## src/rtl/gpio_atr_pkg.sv

```systemverilog
package gpio_atr_pkg;

    // Radio activity state; encoding doubles as the upper index into the state bank
    typedef enum logic [1:0] {
        ST_IDLE = 2'd0,
        ST_TXON = 2'd1,
        ST_RXON = 2'd2,
        ST_FULL = 2'd3
    } radio_state_t;

    // Pin-control register index (byte address bits 3:1 when bit 4 is clear)
    typedef enum logic [2:0] {
        REG_RX_IO   = 3'd0,
        REG_TX_IO   = 3'd1,
        REG_RX_DIR  = 3'd2,
        REG_TX_DIR  = 3'd3,
        REG_RX_SRC  = 3'd4,
        REG_TX_SRC  = 3'd5,
        REG_RX_DBGM = 3'd6,
        REG_TX_DBGM = 3'd7
    } pin_reg_t;

    typedef enum logic [1:0] {
        SRC_SW   = 2'd0,
        SRC_AUTO = 2'd1,
        SRC_DBG0 = 2'd2,
        SRC_DBG1 = 2'd3
    } pin_src_t;

    function automatic pin_src_t decode_src(input logic dbg_mode, input logic sel);
        return pin_src_t'({dbg_mode, sel});
    endfunction

endpackage

```

## src/rtl/gpio_atr_state.sv

```systemverilog
module gpio_atr_state
    import gpio_atr_pkg::*;
(
    input  logic         clk,
    input  logic         rst_n,
    input  logic         tx_active,
    input  logic         rx_active,
    output radio_state_t state
);

    radio_state_t state_q, state_d;

    // State register
    always_ff @(posedge clk) begin
        if (!rst_n) state_q <= ST_IDLE;
        else        state_q <= state_d;
    end

    // Next state: every state reaches every other in one edge
    always_comb begin
        state_d = state_q;
        unique case (state_q)
            ST_IDLE: begin
                if (tx_active && rx_active) state_d = ST_FULL;      // START-BOTH
                else if (tx_active)         state_d = ST_TXON;      // START-TX
                else if (rx_active)         state_d = ST_RXON;      // START-RX
                else                        state_d = ST_IDLE;      // HOLD
            end
            ST_TXON: begin
                if (tx_active && rx_active) state_d = ST_FULL;      // START-RX on top
                else if (tx_active)         state_d = ST_TXON;      // HOLD
                else if (rx_active)         state_d = ST_RXON;      // SWAP-TO-RX
                else                        state_d = ST_IDLE;      // DROP-TX
            end
            ST_RXON: begin
                if (tx_active && rx_active) state_d = ST_FULL;      // START-TX on top
                else if (tx_active)         state_d = ST_TXON;      // SWAP-TO-TX
                else if (rx_active)         state_d = ST_RXON;      // HOLD
                else                        state_d = ST_IDLE;      // DROP-RX
            end
            ST_FULL: begin
                if (tx_active && rx_active) state_d = ST_FULL;      // HOLD
                else if (tx_active)         state_d = ST_TXON;      // DROP-RX
                else if (rx_active)         state_d = ST_RXON;      // DROP-TX
                else                        state_d = ST_IDLE;      // DROP-BOTH
            end
            default:                        state_d = ST_IDLE;
        endcase
    end

    // Output process
    always_comb begin
        state = state_q;
    end

    p_full_state_r7: assert property (@(posedge clk) disable iff (!rst_n)
        (tx_active && rx_active) |=> (state == ST_FULL));
    p_idle_state_r7: assert property (@(posedge clk) disable iff (!rst_n)
        (!tx_active && !rx_active) |=> (state == ST_IDLE));
    p_txon_state_r7: assert property (@(posedge clk) disable iff (!rst_n)
        (tx_active && !rx_active) |=> (state == ST_TXON));

endmodule

```

## src/rtl/gpio_atr_regs.sv

```systemverilog
module gpio_atr_regs
    import gpio_atr_pkg::*;
#(
    parameter int DATA_W = 16,
    parameter int ADDR_W = 5
) (
    input  logic                         clk,
    input  logic                         rst_n,
    input  logic                         wr_en,
    input  logic [ADDR_W-1:0]            addr,
    input  logic [DATA_W-1:0]            wdata,
    output logic [DATA_W-1:0]            rdata,
    input  logic [DATA_W-1:0]            rx_pad_in,
    input  logic [DATA_W-1:0]            tx_pad_in,
    output logic [DATA_W-1:0]            rx_sw,
    output logic [DATA_W-1:0]            tx_sw,
    output logic [DATA_W-1:0]            rx_dir,
    output logic [DATA_W-1:0]            tx_dir,
    output logic [DATA_W-1:0]            rx_sel,
    output logic [DATA_W-1:0]            tx_sel,
    output logic [DATA_W-1:0]            rx_dbgm,
    output logic [DATA_W-1:0]            tx_dbgm,
    output logic [7:0][DATA_W-1:0]       auto_bank
);

    localparam int IDX_W   = 3;
    localparam int BANK_BIT = IDX_W + 1;

    logic [IDX_W-1:0] idx;
    logic             bank_sel;
    logic             unused_addr_bits;

    assign idx      = addr[IDX_W:1];
    assign bank_sel = addr[BANK_BIT];

    if (ADDR_W > BANK_BIT + 1) begin : g_hi_unused
        assign unused_addr_bits = addr[0] ^ (|addr[ADDR_W-1:BANK_BIT+1]);
    end else begin : g_hi_none
        assign unused_addr_bits = addr[0];
    end

    logic [DATA_W-1:0] rx_sw_q, tx_sw_q, rx_dir_q, tx_dir_q;
    logic [DATA_W-1:0] rx_sel_q, tx_sel_q, rx_dbgm_q, tx_dbgm_q;
    logic [DATA_W-1:0] rx_smp_q, tx_smp_q;
    logic [7:0][DATA_W-1:0] bank_q;

    // Pad input capture
    always_ff @(posedge clk) begin
        if (!rst_n) begin
            rx_smp_q <= '0;
            tx_smp_q <= '0;
        end else begin
            rx_smp_q <= rx_pad_in;
            tx_smp_q <= tx_pad_in;
        end
    end

    // Pin-control registers
    always_ff @(posedge clk) begin
        if (!rst_n) begin
            rx_sw_q   <= '0;
            tx_sw_q   <= '0;
            rx_dir_q  <= '0;
            tx_dir_q  <= '0;
            rx_sel_q  <= '0;
            tx_sel_q  <= '0;
            rx_dbgm_q <= '0;
            tx_dbgm_q <= '0;
        end else if (wr_en && !bank_sel) begin
            unique case (pin_reg_t'(idx))
                REG_RX_IO:   rx_sw_q   <= wdata;
                REG_TX_IO:   tx_sw_q   <= wdata;
                REG_RX_DIR:  rx_dir_q  <= wdata;
                REG_TX_DIR:  tx_dir_q  <= wdata;
                REG_RX_SRC:  rx_sel_q  <= wdata;
                REG_TX_SRC:  tx_sel_q  <= wdata;
                REG_RX_DBGM: rx_dbgm_q <= wdata;
                REG_TX_DBGM: tx_dbgm_q <= wdata;
                default: ;
            endcase
        end
    end

    // Per-state value bank
    for (genvar k = 0; k < 8; k++) begin : g_bank
        always_ff @(posedge clk) begin
            if (!rst_n)                                   bank_q[k] <= '0;
            else if (wr_en && bank_sel && idx == IDX_W'(k)) bank_q[k] <= wdata;
        end
    end

    // Read mux
    always_comb begin
        rdata = '0;
        if (bank_sel) begin
            rdata = bank_q[idx];
        end else begin
            unique case (pin_reg_t'(idx))
                REG_RX_IO:   rdata = rx_smp_q;
                REG_TX_IO:   rdata = tx_smp_q;
                REG_RX_DIR:  rdata = rx_dir_q;
                REG_TX_DIR:  rdata = tx_dir_q;
                REG_RX_SRC:  rdata = rx_sel_q;
                REG_TX_SRC:  rdata = tx_sel_q;
                REG_RX_DBGM: rdata = rx_dbgm_q;
                REG_TX_DBGM: rdata = tx_dbgm_q;
                default:     rdata = '0;
            endcase
        end
    end

    assign rx_sw     = rx_sw_q;
    assign tx_sw     = tx_sw_q;
    assign rx_dir    = rx_dir_q;
    assign tx_dir    = tx_dir_q;
    assign rx_sel    = rx_sel_q;
    assign tx_sel    = tx_sel_q;
    assign rx_dbgm   = rx_dbgm_q;
    assign tx_dbgm   = tx_dbgm_q;
    assign auto_bank = bank_q;

    p_dir_write_r2: assert property (@(posedge clk) disable iff (!rst_n)
        (wr_en && !bank_sel && idx == 3'd2) |=> (rx_dir == $past(wdata)));
    p_sample_r9: assert property (@(posedge clk) disable iff (!rst_n)
        $past(rst_n) |-> (rx_smp_q == $past(rx_pad_in)));
    p_bank_hold_r10: assert property (@(posedge clk) disable iff (!rst_n)
        (wr_en && !bank_sel && !idx[0]) |=> $stable(tx_dir) && $stable(tx_sw));

endmodule

```

## src/rtl/gpio_pin_mux.sv

```systemverilog
module gpio_pin_mux
    import gpio_atr_pkg::*;
#(
    parameter int DATA_W = 16
) (
    input  logic [DATA_W-1:0] dir,
    input  logic [DATA_W-1:0] sw_val,
    input  logic [DATA_W-1:0] auto_val,
    input  logic [DATA_W-1:0] dbg0,
    input  logic [DATA_W-1:0] dbg1,
    input  logic [DATA_W-1:0] sel,
    input  logic [DATA_W-1:0] dbgm,
    output logic [DATA_W-1:0] pad_out,
    output logic [DATA_W-1:0] pad_oe
);

    for (genvar p = 0; p < DATA_W; p++) begin : g_pin
        logic drv;
        always_comb begin
            drv = 1'b0;
            unique case (decode_src(dbgm[p], sel[p]))
                SRC_SW:   drv = sw_val[p];
                SRC_AUTO: drv = auto_val[p];
                SRC_DBG0: drv = dbg0[p];
                SRC_DBG1: drv = dbg1[p];
                default:  drv = 1'b0;
            endcase
        end
        assign pad_out[p] = dir[p] & drv;
        assign pad_oe[p]  = dir[p];
    end

endmodule

```

## src/rtl/gpio_atr_ctrl.sv

```systemverilog
module gpio_atr_ctrl
    import gpio_atr_pkg::*;
#(
    parameter int DATA_W = 16,
    parameter int ADDR_W = 5
) (
    input  logic              clk,
    input  logic              rst_n,
    input  logic              bus_wr,
    input  logic [ADDR_W-1:0] bus_addr,
    input  logic [DATA_W-1:0] bus_wdata,
    output logic [DATA_W-1:0] bus_rdata,
    input  logic              tx_active,
    input  logic              rx_active,
    input  logic [DATA_W-1:0] rx_pad_in,
    output logic [DATA_W-1:0] rx_pad_out,
    output logic [DATA_W-1:0] rx_pad_oe,
    input  logic [DATA_W-1:0] tx_pad_in,
    output logic [DATA_W-1:0] tx_pad_out,
    output logic [DATA_W-1:0] tx_pad_oe,
    input  logic [DATA_W-1:0] rx_dbg0,
    input  logic [DATA_W-1:0] rx_dbg1,
    input  logic [DATA_W-1:0] tx_dbg0,
    input  logic [DATA_W-1:0] tx_dbg1
);

    radio_state_t           state;
    logic [DATA_W-1:0]      rx_sw, tx_sw, rx_dir, tx_dir;
    logic [DATA_W-1:0]      rx_sel, tx_sel, rx_dbgm, tx_dbgm;
    logic [7:0][DATA_W-1:0] auto_bank;
    logic [DATA_W-1:0]      rx_auto, tx_auto;

    gpio_atr_state u_state (
        .clk       (clk),
        .rst_n     (rst_n),
        .tx_active (tx_active),
        .rx_active (rx_active),
        .state     (state)
    );

    gpio_atr_regs #(.DATA_W(DATA_W), .ADDR_W(ADDR_W)) u_regs (
        .clk       (clk),
        .rst_n     (rst_n),
        .wr_en     (bus_wr),
        .addr      (bus_addr),
        .wdata     (bus_wdata),
        .rdata     (bus_rdata),
        .rx_pad_in (rx_pad_in),
        .tx_pad_in (tx_pad_in),
        .rx_sw     (rx_sw),
        .tx_sw     (tx_sw),
        .rx_dir    (rx_dir),
        .tx_dir    (tx_dir),
        .rx_sel    (rx_sel),
        .tx_sel    (tx_sel),
        .rx_dbgm   (rx_dbgm),
        .tx_dbgm   (tx_dbgm),
        .auto_bank (auto_bank)
    );

    // State selects the pair; bank bit 0 selects rx (0) or tx (1)
    assign rx_auto = auto_bank[{state, 1'b0}];
    assign tx_auto = auto_bank[{state, 1'b1}];

    gpio_pin_mux #(.DATA_W(DATA_W)) u_rx_mux (
        .dir      (rx_dir),
        .sw_val   (rx_sw),
        .auto_val (rx_auto),
        .dbg0     (rx_dbg0),
        .dbg1     (rx_dbg1),
        .sel      (rx_sel),
        .dbgm     (rx_dbgm),
        .pad_out  (rx_pad_out),
        .pad_oe   (rx_pad_oe)
    );

    gpio_pin_mux #(.DATA_W(DATA_W)) u_tx_mux (
        .dir      (tx_dir),
        .sw_val   (tx_sw),
        .auto_val (tx_auto),
        .dbg0     (tx_dbg0),
        .dbg1     (tx_dbg1),
        .sel      (tx_sel),
        .dbgm     (tx_dbgm),
        .pad_out  (tx_pad_out),
        .pad_oe   (tx_pad_oe)
    );

    p_reset_quiet_r1: assert property (@(posedge clk)
        !rst_n |=> (rx_pad_oe == '0 && tx_pad_oe == '0));
    p_input_quiet_r11: assert property (@(posedge clk) disable iff (!rst_n)
        ((rx_pad_out & ~rx_dir) == '0) && ((tx_pad_out & ~tx_dir) == '0));
    p_sw_route_r3: assert property (@(posedge clk) disable iff (!rst_n)
        ((rx_pad_out ^ rx_sw) & rx_dir & ~rx_dbgm & ~rx_sel) == '0);
    p_auto_route_r4: assert property (@(posedge clk) disable iff (!rst_n)
        ((tx_pad_out ^ tx_auto) & tx_dir & ~tx_dbgm & tx_sel) == '0);
    p_dbg0_route_r5: assert property (@(posedge clk) disable iff (!rst_n)
        ((rx_pad_out ^ rx_dbg0) & rx_dir & rx_dbgm & ~rx_sel) == '0);
    p_dbg1_route_r6: assert property (@(posedge clk) disable iff (!rst_n)
        ((tx_pad_out ^ tx_dbg1) & tx_dir & tx_dbgm & tx_sel) == '0);

endmodule

```

## config.mk

```make
export PLATFORM = sky130hd
export DESIGN_NAME = gpio_atr_ctrl
export DESIGN_NICKNAME = d
export VERILOG_FILES = /design/src/rtl/gpio_atr_pkg.sv /design/src/rtl/gpio_atr_state.sv /design/src/rtl/gpio_atr_regs.sv /design/src/rtl/gpio_pin_mux.sv /design/src/rtl/gpio_atr_ctrl.sv
export SDC_FILE = /design/constraint.sdc
export NUM_CORES = 1
export LEC_CHECK = 0
export ABC_AREA = 1
export BUFFER_PORTS_ARGS = -buffer_cell sky130_fd_sc_hd__buf_4
export CORE_AREA = 2 2 158 175
export CTS_BUF_LIST = sky130_fd_sc_hd__clkbuf_4 sky130_fd_sc_hd__clkbuf_8 sky130_fd_sc_hd__clkbuf_16
export DETAILED_ROUTE_END_ITERATION = 16
export DIE_AREA = 0 0 160 177
export GPL_TIMING_DRIVEN = 0
export PLACE_DENSITY = 0.82
export SLEW_MARGIN = 15
export SYNTH_ARGS = -nofsm -noshare
export SYNTH_HDL_FRONTEND = slang
export SYNTH_HIERARCHICAL = 1
export SYNTH_SLANG_ARGS = --single-unit
```

## constraint.sdc

```tcl
create_clock -name clk -period 4.2 [get_ports clk]
set_input_delay 0.21 -clock clk [delete_from_list [all_inputs] [get_ports clk]]
set_output_delay 0.21 -clock clk [all_outputs]
set_load 0.01 [all_outputs]
```

After elaboration in Yosys (flattened, before gate mapping)
Index checks and enable logic that the tools add are counted.
{"block": "word_totals", "regBits": 290}
{"block": "classes", "n_lt_le_gt_ge": 3, "n_eq_ne": 106, "muxes": 44, "n_bitwise": 32, "n_reduce_logical": 55}
{"op": "equality test 2 bit, second input constant", "n": 66}
{"op": "one-hot mux 1 bit (4 select lines)", "n": 32}
{"op": "one-hot mux 16 bit (8 select lines)", "n": 1}
{"op": "equality test 2 x 1 -> 1 bit, second input constant", "n": 33}
{"op": "logical NOT 2 bit", "n": 33}
{"op": "binary-select mux 16 bit (select 2 bit)", "n": 2}
{"op": "2-to-1 mux 16 bit", "n": 4}
{"op": "binary-select mux 16 bit (select 3 bit)", "n": 1}
{"op": "AND 1 bit", "n": 32}
{"op": "AND reduction 2 bit", "n": 8}
{"op": "equality test 3 bit, second input constant", "n": 4}
{"op": "less-than comparator 3 x 4 -> 1 bit, second input constant", "n": 3}
{"op": "logical AND 1 bit", "n": 11}
{"op": "2-to-1 mux 2 bit", "n": 4}
{"op": "equality test 3 x 2 -> 1 bit, second input constant", "n": 2}
{"op": "OR reduction 4 bit", "n": 1}
{"op": "equality test 3 x 1 -> 1 bit, second input constant", "n": 1}
{"op": "logical NOT 3 bit", "n": 1}
{"op": "logical NOT 1 bit", "n": 1}

Depth between registers and ports, before layout
{"block": "logic_depth", "ltp_word": 4, "ltp_mapped": 10}

By module
The synthesis kept the hierarchy.
{"module": "gpio_atr_regs", "n_inst": 1, "cells_per_inst": 1837, "area_each_um2": 12330.6, "seq_area_each_um2": 5765.5}
{"module": "gpio_pin_mux", "n_inst": 2, "cells_per_inst": 208, "area_each_um2": 900.9, "seq_area_each_um2": 0.0}
{"module": "gpio_atr_ctrl", "n_inst": 1, "cells_per_inst": 374, "area_each_um2": 1562.7, "seq_area_each_um2": 0.0}
{"module": "gpio_atr_state", "n_inst": 1, "cells_per_inst": 6, "area_each_um2": 55.1, "seq_area_each_um2": 40.0}

Worst setup path before layout
Ideal clock, no wire load.
{"block": "synth_path", "kind": "input to output", "startpoint": "input port bus_addr[3]", "endpoint": "output port bus_rdata[8]", "arrival_time_ns": 1.348, "required_time_ns": 3.990, "slack_ns": 2.642, "stages": 10, "path_buffers": 3, "path_cell_list": "buf_2 > inv_2 > buf_2 > buf_1 > nand3_1 > nand2_1 > nor2_1 > nand2_1 > nand2_1 > nand2_1"}
{"block": "synth_between", "elab_chain_cells": 3, "elab_cells_between_ends": 12, "classes_between": "7 x eq/ne; 4 x mux; 1 x reduce/logical"}
{"element": "from (decl)", "line": "gpio_atr_ctrl.sv:10", "source": "input logic [ADDR_W-1:0] bus_addr,"}
{"element": "equality test 3 bit, or another cell as far along", "line": "gpio_atr_regs.sv:98", "source": "unique case (pin_reg_t'(idx))"}
{"element": "one-hot mux 16 bit (8 select lines) or 2-to-1 mux 16 bit (tied branches)", "line": "gpio_atr_regs.sv:98, gpio_atr_regs.sv:96"}
{"element": "2-to-1 mux 16 bit (*)", "line": "gpio_atr_regs.sv:95", "source": "if (bank_sel) begin"}
{"element": "to (decl)", "line": "gpio_atr_ctrl.sv:12", "source": "output logic [DATA_W-1:0] bus_rdata,"}
Mark *: on every way between the ends. The rest lies on a longest branch, timed or not. The select of a mux whose other input is x is not followed.

Worst setup path after layout
{"block": "layout_path", "startpoint": "input port bus_addr[1]", "endpoint": "output port bus_rdata[12]"}
The elaborated chain is that of the path after synthesis.

==> impl_metrics.ini <==
[finish]
drive_gt1_share_pct = 13.2
n_antenna_cell = 0
multi_input_area_mm2 = 0.00774
syn_to_final_growth_pct = 22.0
n_fill_cell = 2344
register_area_mm2 = 0.00581
final_nets = 3036

[cts]
cts-root-buf = clkbuf_16
cts.clk_slew.worst_paths_ns = 0.07
cts_setup_buffers = 0
clock-sinks = 290
clk_latency_ns = 0.58
cts_buffers = 30
cts_htree_levels = 1
cts.path.max_buffers = 3
cts_hold_repair.buffers = 52
cts_tree = yes
cts_resized = 0

[logic_synthesis]
yosysWarnings = 6
synth_area_leaders = dfxtp_1, nand2_1, nor2_1, o21ai_0, inv_1
synth_seq_cells = 290
synth_top_area_share_pct = 36.9
synth_nets = 2755
synth_edf_count = 0
synth_cell_type_count = 20
synthArstFlopShare_pct = 0
syn_area_per_cell_um2 = 5.98
synth_top_cell_by_area = dfxtp_1
synthesis.area_mm2 = 0.0158
ys_top_cells_by_count = nand2_1, nor2_1, inv_1
synth_ff_type = dfxtp_1
netlist_instances = 2633
yosysMostFrequentCell = nand2_1
ys_seq_area_share_pct = 36.9

[route]
ant_nets = 0
dr.pass1.iters = 6
wl_per_cell_um = 19.6
drt_iter0_drc = 2686
wirelength_mm = 64.5
vias = 18500
drt-vias-per-instance = 5.61
drc = 0

[critical_path]
worstPathMaxFanout = 10
critPathLaunch = bus_addr[1]
cp.required_ns = 3.99
critPathKind = in -> out
r2r_end = u_regs/tx_dir[2]
critPathArrivalTime_ns = 2.61
r2r-start = u_regs/tx_dir[2]
end_kind = primary output
reg2reg_slack_ns = 3.40
r2r_cells = 2
startpoint_type = input pin

[timing]
tns_ns = 0
worst_pin_slew_ns = 1.07
fin_crit_ns = 2.82
fin_crit_sh_pct = 67.1
rsz0062_at_grt = no
setup_viol = 0
relSlewSlack_pct = 28.8
drv_slew = 0
whs_ns = 0.156
fmax_mhz = 355
skew_ns = 0
hold_viol_final = 0

[worst_hold_path]
hold_end = u_regs/auto_bank[69]
min_from = bus_addr[1]
hold_path.class = in -> reg
hold_depth = 6

[floorplanning]
row_count = 63
io_pins = 202
die_x_um = 160
dieArea_mm2 = 0.0283
coreArea_mm2 = 0.0266
start_util_pct = 59.1
die_h_um = 177

[place]
io_buffers = 197
gp_congestion = 1.05
place_hpwl_mm = 47.1

[global_route]
grt_use_total_pct = 43.6
grt_pass1_vias = 16800
grt_first_pass_wirelength_mm = 94.4
antenna_found_initial = 2
grt_max_degree = 15
grt_overflow = 0

[power_and_ir_drop]
power_density_mw_per_mm2 = 341
ir_drop_mv = 0.322
leakage_uw = 0.00891

[run]
cap_violations = 0

[status]
outcome = completed
## registers in the layout (all words and copies together) (netlist names)
signal / cells
u_regs/auto_bank: 128
u_regs/rx_dbgm: 16
u_regs/rx_dir: 16
u_regs/rx_sel: 16
u_regs/rx_smp_q: 16
u_regs/rx_sw: 16
u_regs/tx_dbgm: 16
u_regs/tx_dir: 16
u_regs/tx_sel: 16
u_regs/tx_smp_q: 16
u_regs/tx_sw: 16
u_state/state: 2
## cell usage in the layout, fill, tap and decap left out
cell type,instances
clkinv_1,3
nand2_2,6
inv_1,324
buf_6,7
clkbuf_1,99
inv_6,1
clkbuf_8,4
buf_4,240
clkinv_2,8
a21oi_1,63
buf_1,9
nor2_2,38
clkinvlp_4,3
clkinv_4,1
clkbuf_2,1
clkbuf_4,6
dfxtp_1,290
bufinv_16,2
nor2_1,520
clkbuf_16,31
o21ai_1,29
nand4_1,19
nand3_1,215
nand2_1,660
nor2_4,4
buf_2,24
inv_2,13
dlygate4sd3_1,52
o21ai_0,266
## critical path, cell delays in order
cell	delay (ns)
buf_4	0.13
buf_4	0.17
nor2_1	0.43
clkbuf_1	0.85
nand3_1	0.19
nand2_1	0.11
nor2_1	0.05
nand2_1	0.10
nand2_1	0.12
nand2_1	0.11
buf_4	0.13
## cell families after synthesis
group	after synthesis	share of synthesized area [%]
AOI/OAI and AO/OA	358	11.4
and+or+nand+nor	1462	37.7
buffers and inverters	523	14.0
DFF	290	36.9
## through the flow
step	utilization, %	instances	worst slack, ns	power (µW)	area (µm²)
floorplan	-	2633	2.64	3360	15800
global placement	66.3	3187	1.62	3720	17700
detailed placement	66.3	3187	1.61	3740	17700
CTS	72.1	3295	1.58	6480	19200
global route	72.1	3295	1.38	6700	19200
finish	72.1	3295	1.38	6550	19200
## worst max path at each step
stage,end,slack [ns],depth (start not counted)
2_1_floorplan,bus_rdata[8],2.64,10
3_3_place_gp,bus_rdata[12],1.62,11
3_5_place_dp,bus_rdata[12],1.61,11
4_1_cts,bus_rdata[12],1.58,11
5_1_grt,bus_rdata[12],1.38,11
6_report,bus_rdata[12],1.38,11
## per-layer routing
metal / vias up / routed length (µm) / track usage, %
met5: - / 13 / 0
met1: 8280 / 23400 / 52.3
met2: 1267 / 29300 / 73.6
met3: 315 / 7570 / 8.53
met4: 2 / 4240 / 24.6
li1: 8623 / - / -
## layout make-up
type,instances,share of cell area [%]
Clock buffer,41,4.56
Tap cell,357,2.32
Sequential cell,290,30.2
Multi-Input combinational cell,1820,40.3
Timing Repair Buffer,249,10.4
Inverter,340,6.64
Clock inverter,15,0.729
Buffer,183,4.85
## power breakdown
| group | leakage, µW | total (µW) | switching, µW | internal, µW |
|---|---|---|---|---|
| Sequential | 0.00235 | 2880 | 59.6 | 2820 |
| Combinational | 0.00605 | 886 | 584 | 303 |
| Clock | 0.000507 | 2790 | 1200 | 1580 |
| Total | 0.00891 | 6550 | 1840 | 4710 |
Power figures use the tool's default switching activity.
